[src/rtl/kwdt_pkg.sv]
package kwdt_pkg;

  typedef enum logic [1:0] {
    WD_IDLE = 2'd0,
    WD_PRE  = 2'd1,
    WD_RUN  = 2'd2,
    WD_SVC  = 2'd3
  } wd_state_e;

  localparam logic [15:0] KEY_ARM = 16'hA5C6;
  localparam logic [15:0] KEY_GO  = 16'hDA7E;

  localparam int unsigned OFS_ID     = 'h00;
  localparam int unsigned OFS_CNT_LO = 'h10;
  localparam int unsigned OFS_CNT_HI = 'h14;
  localparam int unsigned OFS_PER_LO = 'h18;
  localparam int unsigned OFS_PER_HI = 'h1C;
  localparam int unsigned OFS_TMR    = 'h20;
  localparam int unsigned OFS_GLB    = 'h24;
  localparam int unsigned OFS_WDC    = 'h28;

  localparam int unsigned EN_BIT   = 14;
  localparam int unsigned FLAG_BIT = 15;
  localparam logic [1:0]  GLB_WDOG_MODE = 2'd2;

  // next state of the key handshake for one write of the key field
  function automatic wd_state_e key_step(wd_state_e s, logic [15:0] key, logic en);
    wd_state_e n;
    n = s;
    case (s)
      WD_IDLE: if (key == KEY_ARM && en) n = WD_PRE;
      WD_PRE:  if (key == KEY_GO)        n = WD_RUN;
      WD_RUN:  if (key == KEY_ARM)       n = WD_SVC;
      WD_SVC:  if (key == KEY_GO)        n = WD_RUN;
      default: n = s;
    endcase
    return n;
  endfunction

  function automatic logic is_live(wd_state_e s);
    return (s == WD_RUN) || (s == WD_SVC);
  endfunction

endpackage

[src/rtl/kwdt_keyfsm.sv]
module kwdt_keyfsm
  import kwdt_pkg::*;
(
  input  logic        clk,
  input  logic        rst_n,
  input  logic        key_wr,
  input  logic [15:0] key,
  input  logic        en_bit,
  output wd_state_e   state,
  output logic        arm_evt,
  output logic        svc_done
);

  wd_state_e st_q, st_n;

  assign st_n     = key_wr ? key_step(st_q, key, en_bit) : st_q;
  assign arm_evt  = (st_q == WD_IDLE) && (st_n == WD_PRE);
  assign svc_done = (st_q == WD_SVC) && (st_n == WD_RUN);
  assign state    = st_q;

  always_ff @(posedge clk or negedge rst_n) begin
    if (!rst_n) st_q <= WD_IDLE;
    else        st_q <= st_n;
  end

endmodule

[src/rtl/kwdt_counter.sv]
module kwdt_counter #(
  parameter int unsigned DW = 32
) (
  input  logic            clk,
  input  logic            rst_n,
  input  logic            ld_lo,
  input  logic            ld_hi,
  input  logic [DW-1:0]   ld_val,
  input  logic            run,
  input  logic            clr,
  input  logic [2*DW-1:0] period,
  output logic [2*DW-1:0] cnt,
  output logic            match
);

  localparam int unsigned CW = 2 * DW;

  function automatic logic [CW-1:0] advance(logic [CW-1:0] c, logic go);
    return c + {{(CW-1){1'b0}}, go};
  endfunction

  function automatic logic at_limit(logic [CW-1:0] c, logic [CW-1:0] p);
    return c == p;
  endfunction

  logic [CW-1:0] cnt_q;

  always_ff @(posedge clk or negedge rst_n) begin
    if (!rst_n)     cnt_q <= '0;
    else if (clr)   cnt_q <= '0;
    else if (ld_lo) cnt_q[DW-1:0] <= ld_val;
    else if (ld_hi) cnt_q[CW-1:DW] <= ld_val;
    else            cnt_q <= advance(cnt_q, run);
  end

  assign cnt   = cnt_q;
  assign match = at_limit(cnt_q, period);

endmodule

[src/rtl/kwdt_top.sv]
module kwdt_top
  import kwdt_pkg::*;
#(
  parameter int unsigned DW = 32,
  parameter int unsigned AW = 8,
  parameter logic [DW-1:0] ID_VALUE = 32'h4B57_0100
) (
  input  logic          clk,
  input  logic          rst_n,
  input  logic [AW-1:0] reg_addr,
  input  logic          reg_we,
  input  logic [DW-1:0] reg_wdata,
  output logic [DW-1:0] reg_rdata,
  output logic          wdog_bite
);

  localparam int unsigned CW      = 2 * DW;
  localparam int unsigned KEY_LSB = DW - 16;

  wd_state_e     st;
  logic          arm_evt, svc_done, locked, live, hit, run;
  logic [CW-1:0] per_q, cnt;
  logic [1:0]    tmr_mode_q;
  logic [3:0]    glb_q;
  logic          en_q, flag_q, bite_q, match;

  logic wr_cnt_lo, wr_cnt_hi, wr_per_lo, wr_per_hi, wr_tmr, wr_glb, wr_wdc, w1c;

  assign wr_cnt_lo = reg_we && (reg_addr == AW'(OFS_CNT_LO));
  assign wr_cnt_hi = reg_we && (reg_addr == AW'(OFS_CNT_HI));
  assign wr_per_lo = reg_we && (reg_addr == AW'(OFS_PER_LO));
  assign wr_per_hi = reg_we && (reg_addr == AW'(OFS_PER_HI));
  assign wr_tmr    = reg_we && (reg_addr == AW'(OFS_TMR));
  assign wr_glb    = reg_we && (reg_addr == AW'(OFS_GLB));
  assign wr_wdc    = reg_we && (reg_addr == AW'(OFS_WDC));
  assign w1c       = wr_wdc && reg_wdata[FLAG_BIT];

  kwdt_keyfsm u_fsm (
    .clk      (clk),
    .rst_n    (rst_n),
    .key_wr   (wr_wdc),
    .key      (reg_wdata[DW-1:KEY_LSB]),
    .en_bit   (reg_wdata[EN_BIT]),
    .state    (st),
    .arm_evt  (arm_evt),
    .svc_done (svc_done)
  );

  assign locked = (st != WD_IDLE);
  assign live   = is_live(st);
  assign run    = live && glb_q[0] && glb_q[1] && (glb_q[3:2] == GLB_WDOG_MODE)
                  && (tmr_mode_q != 2'd0);
  assign hit    = live && match;

  kwdt_counter #(.DW(DW)) u_cnt (
    .clk    (clk),
    .rst_n  (rst_n),
    .ld_lo  (wr_cnt_lo && !locked),
    .ld_hi  (wr_cnt_hi && !locked),
    .ld_val (reg_wdata),
    .run    (run),
    .clr    (svc_done),
    .period (per_q),
    .cnt    (cnt),
    .match  (match)
  );

  always_ff @(posedge clk or negedge rst_n) begin
    if (!rst_n) begin
      per_q      <= '0;
      tmr_mode_q <= '0;
      glb_q      <= '0;
      en_q       <= 1'b0;
    end else if (!locked) begin
      if (wr_per_lo) per_q[DW-1:0]  <= reg_wdata;
      if (wr_per_hi) per_q[CW-1:DW] <= reg_wdata;
      if (wr_tmr)    tmr_mode_q     <= reg_wdata[7:6];
      if (wr_glb)    glb_q          <= reg_wdata[3:0];
      if (wr_wdc)    en_q           <= reg_wdata[EN_BIT];
    end
  end

  always_ff @(posedge clk or negedge rst_n) begin
    if (!rst_n) begin
      flag_q <= 1'b0;
      bite_q <= 1'b0;
    end else begin
      bite_q <= hit && !flag_q;
      if (hit)      flag_q <= 1'b1;
      else if (w1c) flag_q <= 1'b0;
    end
  end

  assign wdog_bite = bite_q;

  always_comb begin
    reg_rdata = '0;
    case (reg_addr)
      AW'(OFS_ID):     reg_rdata = ID_VALUE;
      AW'(OFS_CNT_LO): reg_rdata = cnt[DW-1:0];
      AW'(OFS_CNT_HI): reg_rdata = cnt[CW-1:DW];
      AW'(OFS_PER_LO): reg_rdata = per_q[DW-1:0];
      AW'(OFS_PER_HI): reg_rdata = per_q[CW-1:DW];
      AW'(OFS_TMR):    reg_rdata[7:6] = tmr_mode_q;
      AW'(OFS_GLB):    reg_rdata[3:0] = glb_q;
      AW'(OFS_WDC): begin
        reg_rdata[EN_BIT]   = en_q;
        reg_rdata[FLAG_BIT] = flag_q;
      end
      default:         reg_rdata = '0;
    endcase
  end

endmodule

[config.mk]
export PLATFORM = sky130hd
export DESIGN_NAME = kwdt_top
export DESIGN_NICKNAME = d
export VERILOG_FILES = /design/src/rtl/kwdt_pkg.sv /design/src/rtl/kwdt_keyfsm.sv /design/src/rtl/kwdt_counter.sv /design/src/rtl/kwdt_top.sv
export SDC_FILE = /design/constraint.sdc
export NUM_CORES = 1
export LEC_CHECK = 0
export BUFFER_PORTS_ARGS = -buffer_cell sky130_fd_sc_hd__buf_2
export CAP_MARGIN = 10
export CORE_ASPECT_RATIO = 0.9
export CORE_MARGIN = 2
export CORE_UTILIZATION = 25
export CTS_CLUSTER_SIZE = 8
export DETAILED_ROUTE_END_ITERATION = 7
export HOLD_SLACK_MARGIN = 0.08
export PLACE_DENSITY = 0.5
export SYNTH_ARGS = -nofsm -noshare
export SYNTH_HDL_FRONTEND = slang
export SYNTH_SLANG_ARGS = --single-unit
[constraint.sdc]
create_clock -name clk -period 3.91 [get_ports clk]
set_input_delay 0 -clock clk [delete_from_list [all_inputs] [get_ports clk]]
set_output_delay 0 -clock clk [all_outputs]
set_load 0.005 [all_outputs]
==> results.cfg, run 1 <==
[run_status]
status = finished, final reports clean

[floorplanning]
die_height_um = 186
dieArea_um2 = 38500
ios = 76
coreArea_um2 = 36300
row_count = 66
initial_core_util = 0.255
dieWidth_um = 207

[synthesis]
netlist_area_um2 = 9240
ys_warn_count = 0
seq_area_frac_synth = 0.377
syn-num-nets = 1090
yosysUniqueCellTypes = 67
synth_edf_count = 0
syn_avg_cell_area_um2 = 8.84
netlist_instances = 1045
ys_ff_latch = 139
async_reset_ff_frac = 1.00
synth-main-ff-cell = dfrtp_1

[clocking]
cts_root_buf = clkbuf_16
cts_resized = 0
clock_sinks = 139
holdBufCountCts = 35
cts_inserted_buffers = 17
cts_buffer_depth = 2
clock_latency_ns = 0.44
postCtsSetupBuffers = 0
path_clk_slew_ns = 0.07
cts_tree = built
htreeDepth = 4

[global_routing]
grt_pass1_vias = 8920
grt.total_usage = 0.211
antenna_found_initial = 1
grt_start_max_net_pins = 74
grt_overflow = 0
grt_pass1_wl_um = 60500

[finish]
fillerInstances = 3816
diodes = 0
multi_input_area_um2 = 5280
fin_area_um2 = 11000
final_nets = 1148
drive_gt1_frac = 0.201
syn_to_final_growth_pct = 19.1
final_common_cell = dfrtp_1
register_area_um2 = 3480
final_cell_mix = 139 x dfrtp_1, 100 x o21ai_0, 85 x nand2_1
post-route-util = 0.303

[pwr]
ir_worst_vdd_mv = 0.215
p_leak_nw = 4.40
power_density_nw_per_um2 = 344
total_power_mw = 3.78

[timing]
setup_viol = 0
rsz0062_at_grt = false
skew_ns = 0.00979
fmax_mhz = 318
setup_tns_ns = 0
slew_viol_final = 0
relSlewSlack = 0.259
period_share = 0.805
post-route-min-period_ns = 3.15
worstMarginPinSlew_ns = 1.10
hold_violations = 0

[critical_path]
max_stage_delay_ns = 0.70
crit_arrival_ns = 3.50
critPathMaxFanout = 9
cpMaxStageDelayCell = or4_1
cp_data_required_time_ns = 4.27
cp_cell_sequence = nand4b_1 -> nor2_1 -> ha_1 -> nand2_1 -> nor4_1 -> nand4_1 -> or4_1 -> o31ai_1 -> o21bai_1
critPathCaptureType = flip-flop
crit_type = flip-flop to flip-flop
cp-start-kind = flip-flop

[worst_hold_path]
hp-class = input pin to flip-flop

[placement]
place_area_um2 = 10100
gp_congestion = 0.946
port_buffers = 75
dp_hpwl_um = 29100

[drt]
drtAntennaViolNets = 0
vias = 9024
drc_errors = 0
wl_per_cell_um = 25.4
routed_wl_um = 40500
dr.first_iter.drc_count = 995
firstDrtPassIters = 6
via_per_inst = 5.67

[job]
drv_cap = 0
[final cells by class]
type / instances / area share
Clock buffer: 20 / 0.0415
Clock inverter: 11 / 0.0110
Inverter: 28 / 0.00956
Multi-Input combinational cell: 780 / 0.480
Sequential cell: 139 / 0.316
Tap cell: 476 / 0.0542
Timing Repair Buffer: 137 / 0.0873
[worst max-delay path, delay by kind of cell (launching register included)]
family          cells  cell delay, ns
simple gates        6            1.90
flops               1            0.54
compound gates      2            0.34
fa+ha+maj           1            0.27
[flip-flops by register name (all words and copies together), names as in the netlist]
name and cells:
per_q 64, u_cnt.cnt 64, glb_q 4, tmr_mode_q 2
u_fsm.state 2, en_q 1, flag_q 1, wdog_bite 1
[cell families after synthesis]
group	share of synthesized area
and+or+nand+nor	0.217
AOI/OAI and AO/OA	0.183
DFF	0.377
buffers and inverters	0.0553
muxes	0.118
xor gates and xnor gates	0.0474
adders and majority gates	0.00271
[synthesized netlist by cell type (3+ instances only)]
library cell / n / share of area
a211oi_1: 3 / 0.0024
a21o_1: 4 / 0.0033
a21oi_1: 54 / 0.029
a222oi_1: 4 / 0.0043
a22oi_1: 32 / 0.026
a32oi_1: 15 / 0.014
and2_1: 7 / 0.0047
and3_1: 12 / 0.0081
and4_1: 7 / 0.0066
buf_1: 7 / 0.0028
buf_2: 23 / 0.012
clkbuf_1: 63 / 0.026
clkbuf_2: 4 / 0.0022
dfrtp_1: 139 / 0.38
inv_1: 28 / 0.011
mux2_2: 72 / 0.088
mux2i_1: 28 / 0.030
nand2_1: 85 / 0.035
nand2b_1: 5 / 0.0034
nand3_1: 40 / 0.022
nand4_1: 48 / 0.033
nand4b_1: 6 / 0.0057
nor2_1: 41 / 0.017
nor2b_1: 8 / 0.0054
nor3_1: 30 / 0.016
nor3b_1: 4 / 0.0033
nor4_1: 33 / 0.022
nor4b_1: 3 / 0.0028
nor4b_2: 3 / 0.0049
o211ai_1: 18 / 0.015
o21ai_0: 100 / 0.054
o22ai_1: 10 / 0.0068
o2bb2ai_1: 5 / 0.0047
o311ai_0: 3 / 0.0028
or2_2: 4 / 0.0027
or3_1: 5 / 0.0034
or4_1: 6 / 0.0049
xnor2_1: 43 / 0.041
xor2_1: 7 / 0.0066
[per-layer routing]
metal  wire (um)  track usage  vias up
li1            -            -     4024
met1       18100        0.295     4566
met2       18800        0.336      376
met3        2470       0.0285       58
met4         988       0.0665        0
met5           0            0        -
[path summary, 6_finish.rpt]
path                                     start       endpoint  slack (ns)  cells after the start
worst max-delay path            u_fsm.state[1]  u_cnt.cnt[63]        0.76                      9
worst min-delay path                    reg_we         flag_q        0.13                      4
worst max register to register  u_fsm.state[1]  u_cnt.cnt[63]        0.76                      9
worst min register to register          flag_q      wdog_bite        0.48                      1
max in group asynchronous                rst_n  u_cnt.cnt[25]        2.77                      3
min in group asynchronous                rst_n      per_q[50]        0.16                      2
[per-stage QoR]
step,hold WS [ns],instances,setup WS [ns]
after detailed placement,0.0843,1525,0.828
after floorplan,-0.296,1045,1.36
after global placement,0.0926,1525,0.925
after CTS,0.115,1591,0.810
final,0.133,1591,0.764
after global routing,0.217,1591,0.572
[where the power goes]
part           internal (mW)  total, mW  switching, mW
sequential              1.52       1.69          0.169
combinational          0.182      0.432          0.250
clock                  0.968       1.66          0.693
Note: power is estimated with default switching activity, not from simulation.
==> run 2: changes to the inputs <==
clock period = 3.1 ns   (was 3.91 ns; I/O delays follow)
==> run 2 against run 1 <==
  * Cell count increased by 2.3%
  * Setup slack got worse by 0.52 ns
  * Via count increased by 2.1%
  * Wire length decreased by 0.32%
  * Largest power group unchanged
  * Core utilization increased by 0.70 points
  * Sequential power increased by 24%
  * Flip-flop and latch count unchanged
  * Die area unchanged
==> results.cfg, run 2 (same netlist as run 1, synthesis figures left out) <==
[run_status]
status = finished, final reports clean

[clocking]
cts_tree = built
cts_resized = 0
clock_sinks = 139
postCtsSetupBuffers = 0
path_clk_slew_ns = 0.06
cts_root_buf = clkbuf_16
holdBufCountCts = 35
clock_latency_ns = 0.43
cts_inserted_buffers = 17
htreeDepth = 4
cts_buffer_depth = 2

[drt]
wl_per_cell_um = 24.8
wl_met2_um = 18100
top_layer = met4
wl_met3_um = 2470
firstDrtPassIters = 6
drtAntennaViolNets = 0
routed_wl_um = 40300
via_per_inst = 5.66
dr.first_iter.drc_count = 950
vias = 9213
wl_met1_um = 18500
drc_errors = 0

[critical_path]
cp_data_required_time_ns = 3.47
critPathMaxFanout = 6
crit_type = flip-flop to flip-flop
critPathCaptureType = flip-flop
crit_arrival_ns = 3.22
ff2ff_setup_slack_ns = 0.24
cp-start-kind = flip-flop
r2r_cells = 9

[pwr]
p_int_mw = 3.31
netSwitchingPower_mw = 1.39
p_sw_frac = 0.296
p_leak_nw = 4.57
p_seq_frac = 0.445
ir_worst_vdd_mv = 0.205
pwr-share-comb = 0.132
power_density_nw_per_um2 = 418
clkPwrFrac = 0.424

[floorplanning]
die_height_um = 186
dieArea_um2 = 38500
row_count = 66
dieWidth_um = 207
ios = 76
coreArea_um2 = 36300
initial_core_util = 0.255

[global_routing]
grt_pass1_wl_um = 60700
grt_start_max_net_pins = 75
grt_overflow = 0
grt_pass1_vias = 8935
grt.total_usage = 0.211
antenna_found_initial = 0

[timing]
rsz0062_at_grt = false
worstMarginPinSlew_ns = 0.873
post-route-min-period_ns = 2.86
hold_violations = 0
relSlewSlack = 0.416
skew_ns = 0.00787
setup_tns_ns = 0
timing.hold.ws_ns = 0.123
slew_viol_final = 0
setup_viol = 0
period_share = 0.921
fmax_mhz = 350

[finish]
syn_to_final_growth_pct = 21.8
diodes = 0
final_cell_mix = 139 x dfrtp_1, 100 x o21ai_0, 85 x nand2_1
final_common_cell = dfrtp_1
final_nets = 1185
drive_gt1_frac = 0.225

[placement]
gp_congestion = 0.987
dp_hpwl_um = 30300
port_buffers = 75

[job]
drv_cap = 0

[worst_hold_path]
hp-class = input pin to async pin
-- run 2: cell count changes in the layout (fill, tap and decap cells not counted), sizes merged --
cell	before	now
clkbuf	20	21
bufinv	2	1
buf	102	139
-- run 2: stage by stage --
stage / instance area [um2] / worst slack, ns / power, mW / cells / utilization
6_report: 11200 / 0.245 / 4.70 / 1628 / 0.310
5_1_grt: 11200 / 0.0829 / 4.87 / 1628 / 0.310
4_1_cts: 11200 / 0.301 / 4.72 / 1628 / 0.310
3_5_place_dp: 10300 / 0.316 / 2.69 / 1562 / 0.285
3_3_place_gp: 10300 / 0.417 / 2.69 / 1562 / 0.285
2_1_floorplan: 9240 / 0.552 / 2.37 / 1045 / -
-- run 2: path summary, 6_finish.rpt --
kind	from	endpoint
worst max-delay path	glb_q[2]	u_cnt.cnt[52]
worst min-delay path	rst_n	per_q[50]
worst max register to register	glb_q[2]	u_cnt.cnt[52]
worst min register to register	flag_q	wdog_bite
max in group asynchronous	rst_n	u_cnt.cnt[5]
min in group clk	reg_addr[2]	tmr_mode_q[0]
-- run 2: final cells by class --
type                       count  area [um2]
clock buffer                  21         460
clock inverter                10        95.1
fill                        3797       25000
inverter                      28         105
multi-input combinational    780        5280
sequential                   139        3480
tap                          476         596
timing repair buffer         174        1240
-- run 2: layer usage --
metal	global-route usage	vias up
li1	-	4101
met1	0.305	4668
met2	0.322	381
met3	0.0279	63
met4	0.0723	0
met5	0	-
-- run 2: power groups by stage --
stage / registers [mW] / logic, mW / clock network [mW]
after global routing: 2.10 / 0.666 / 2.10
after floorplan: 2.01 / 0.359 / 0
final: 2.09 / 0.619 / 1.99
after global placement: 2.11 / 0.578 / 0
after detailed placement: 2.11 / 0.577 / 0
after CTS: 2.08 / 0.614 / 2.02
-- run 2: worst max-delay path, stage by stage, from the launching register on --
cell,delay [ns]
dfrtp_1,0.38
nand4b_1,0.18
nor2_1,0.18
ha_1,0.29
nand2_1,0.14
or4_4,0.47
nor3_1,0.40
nand3_1,0.21
or4_1,0.45
nand3_1,0.10
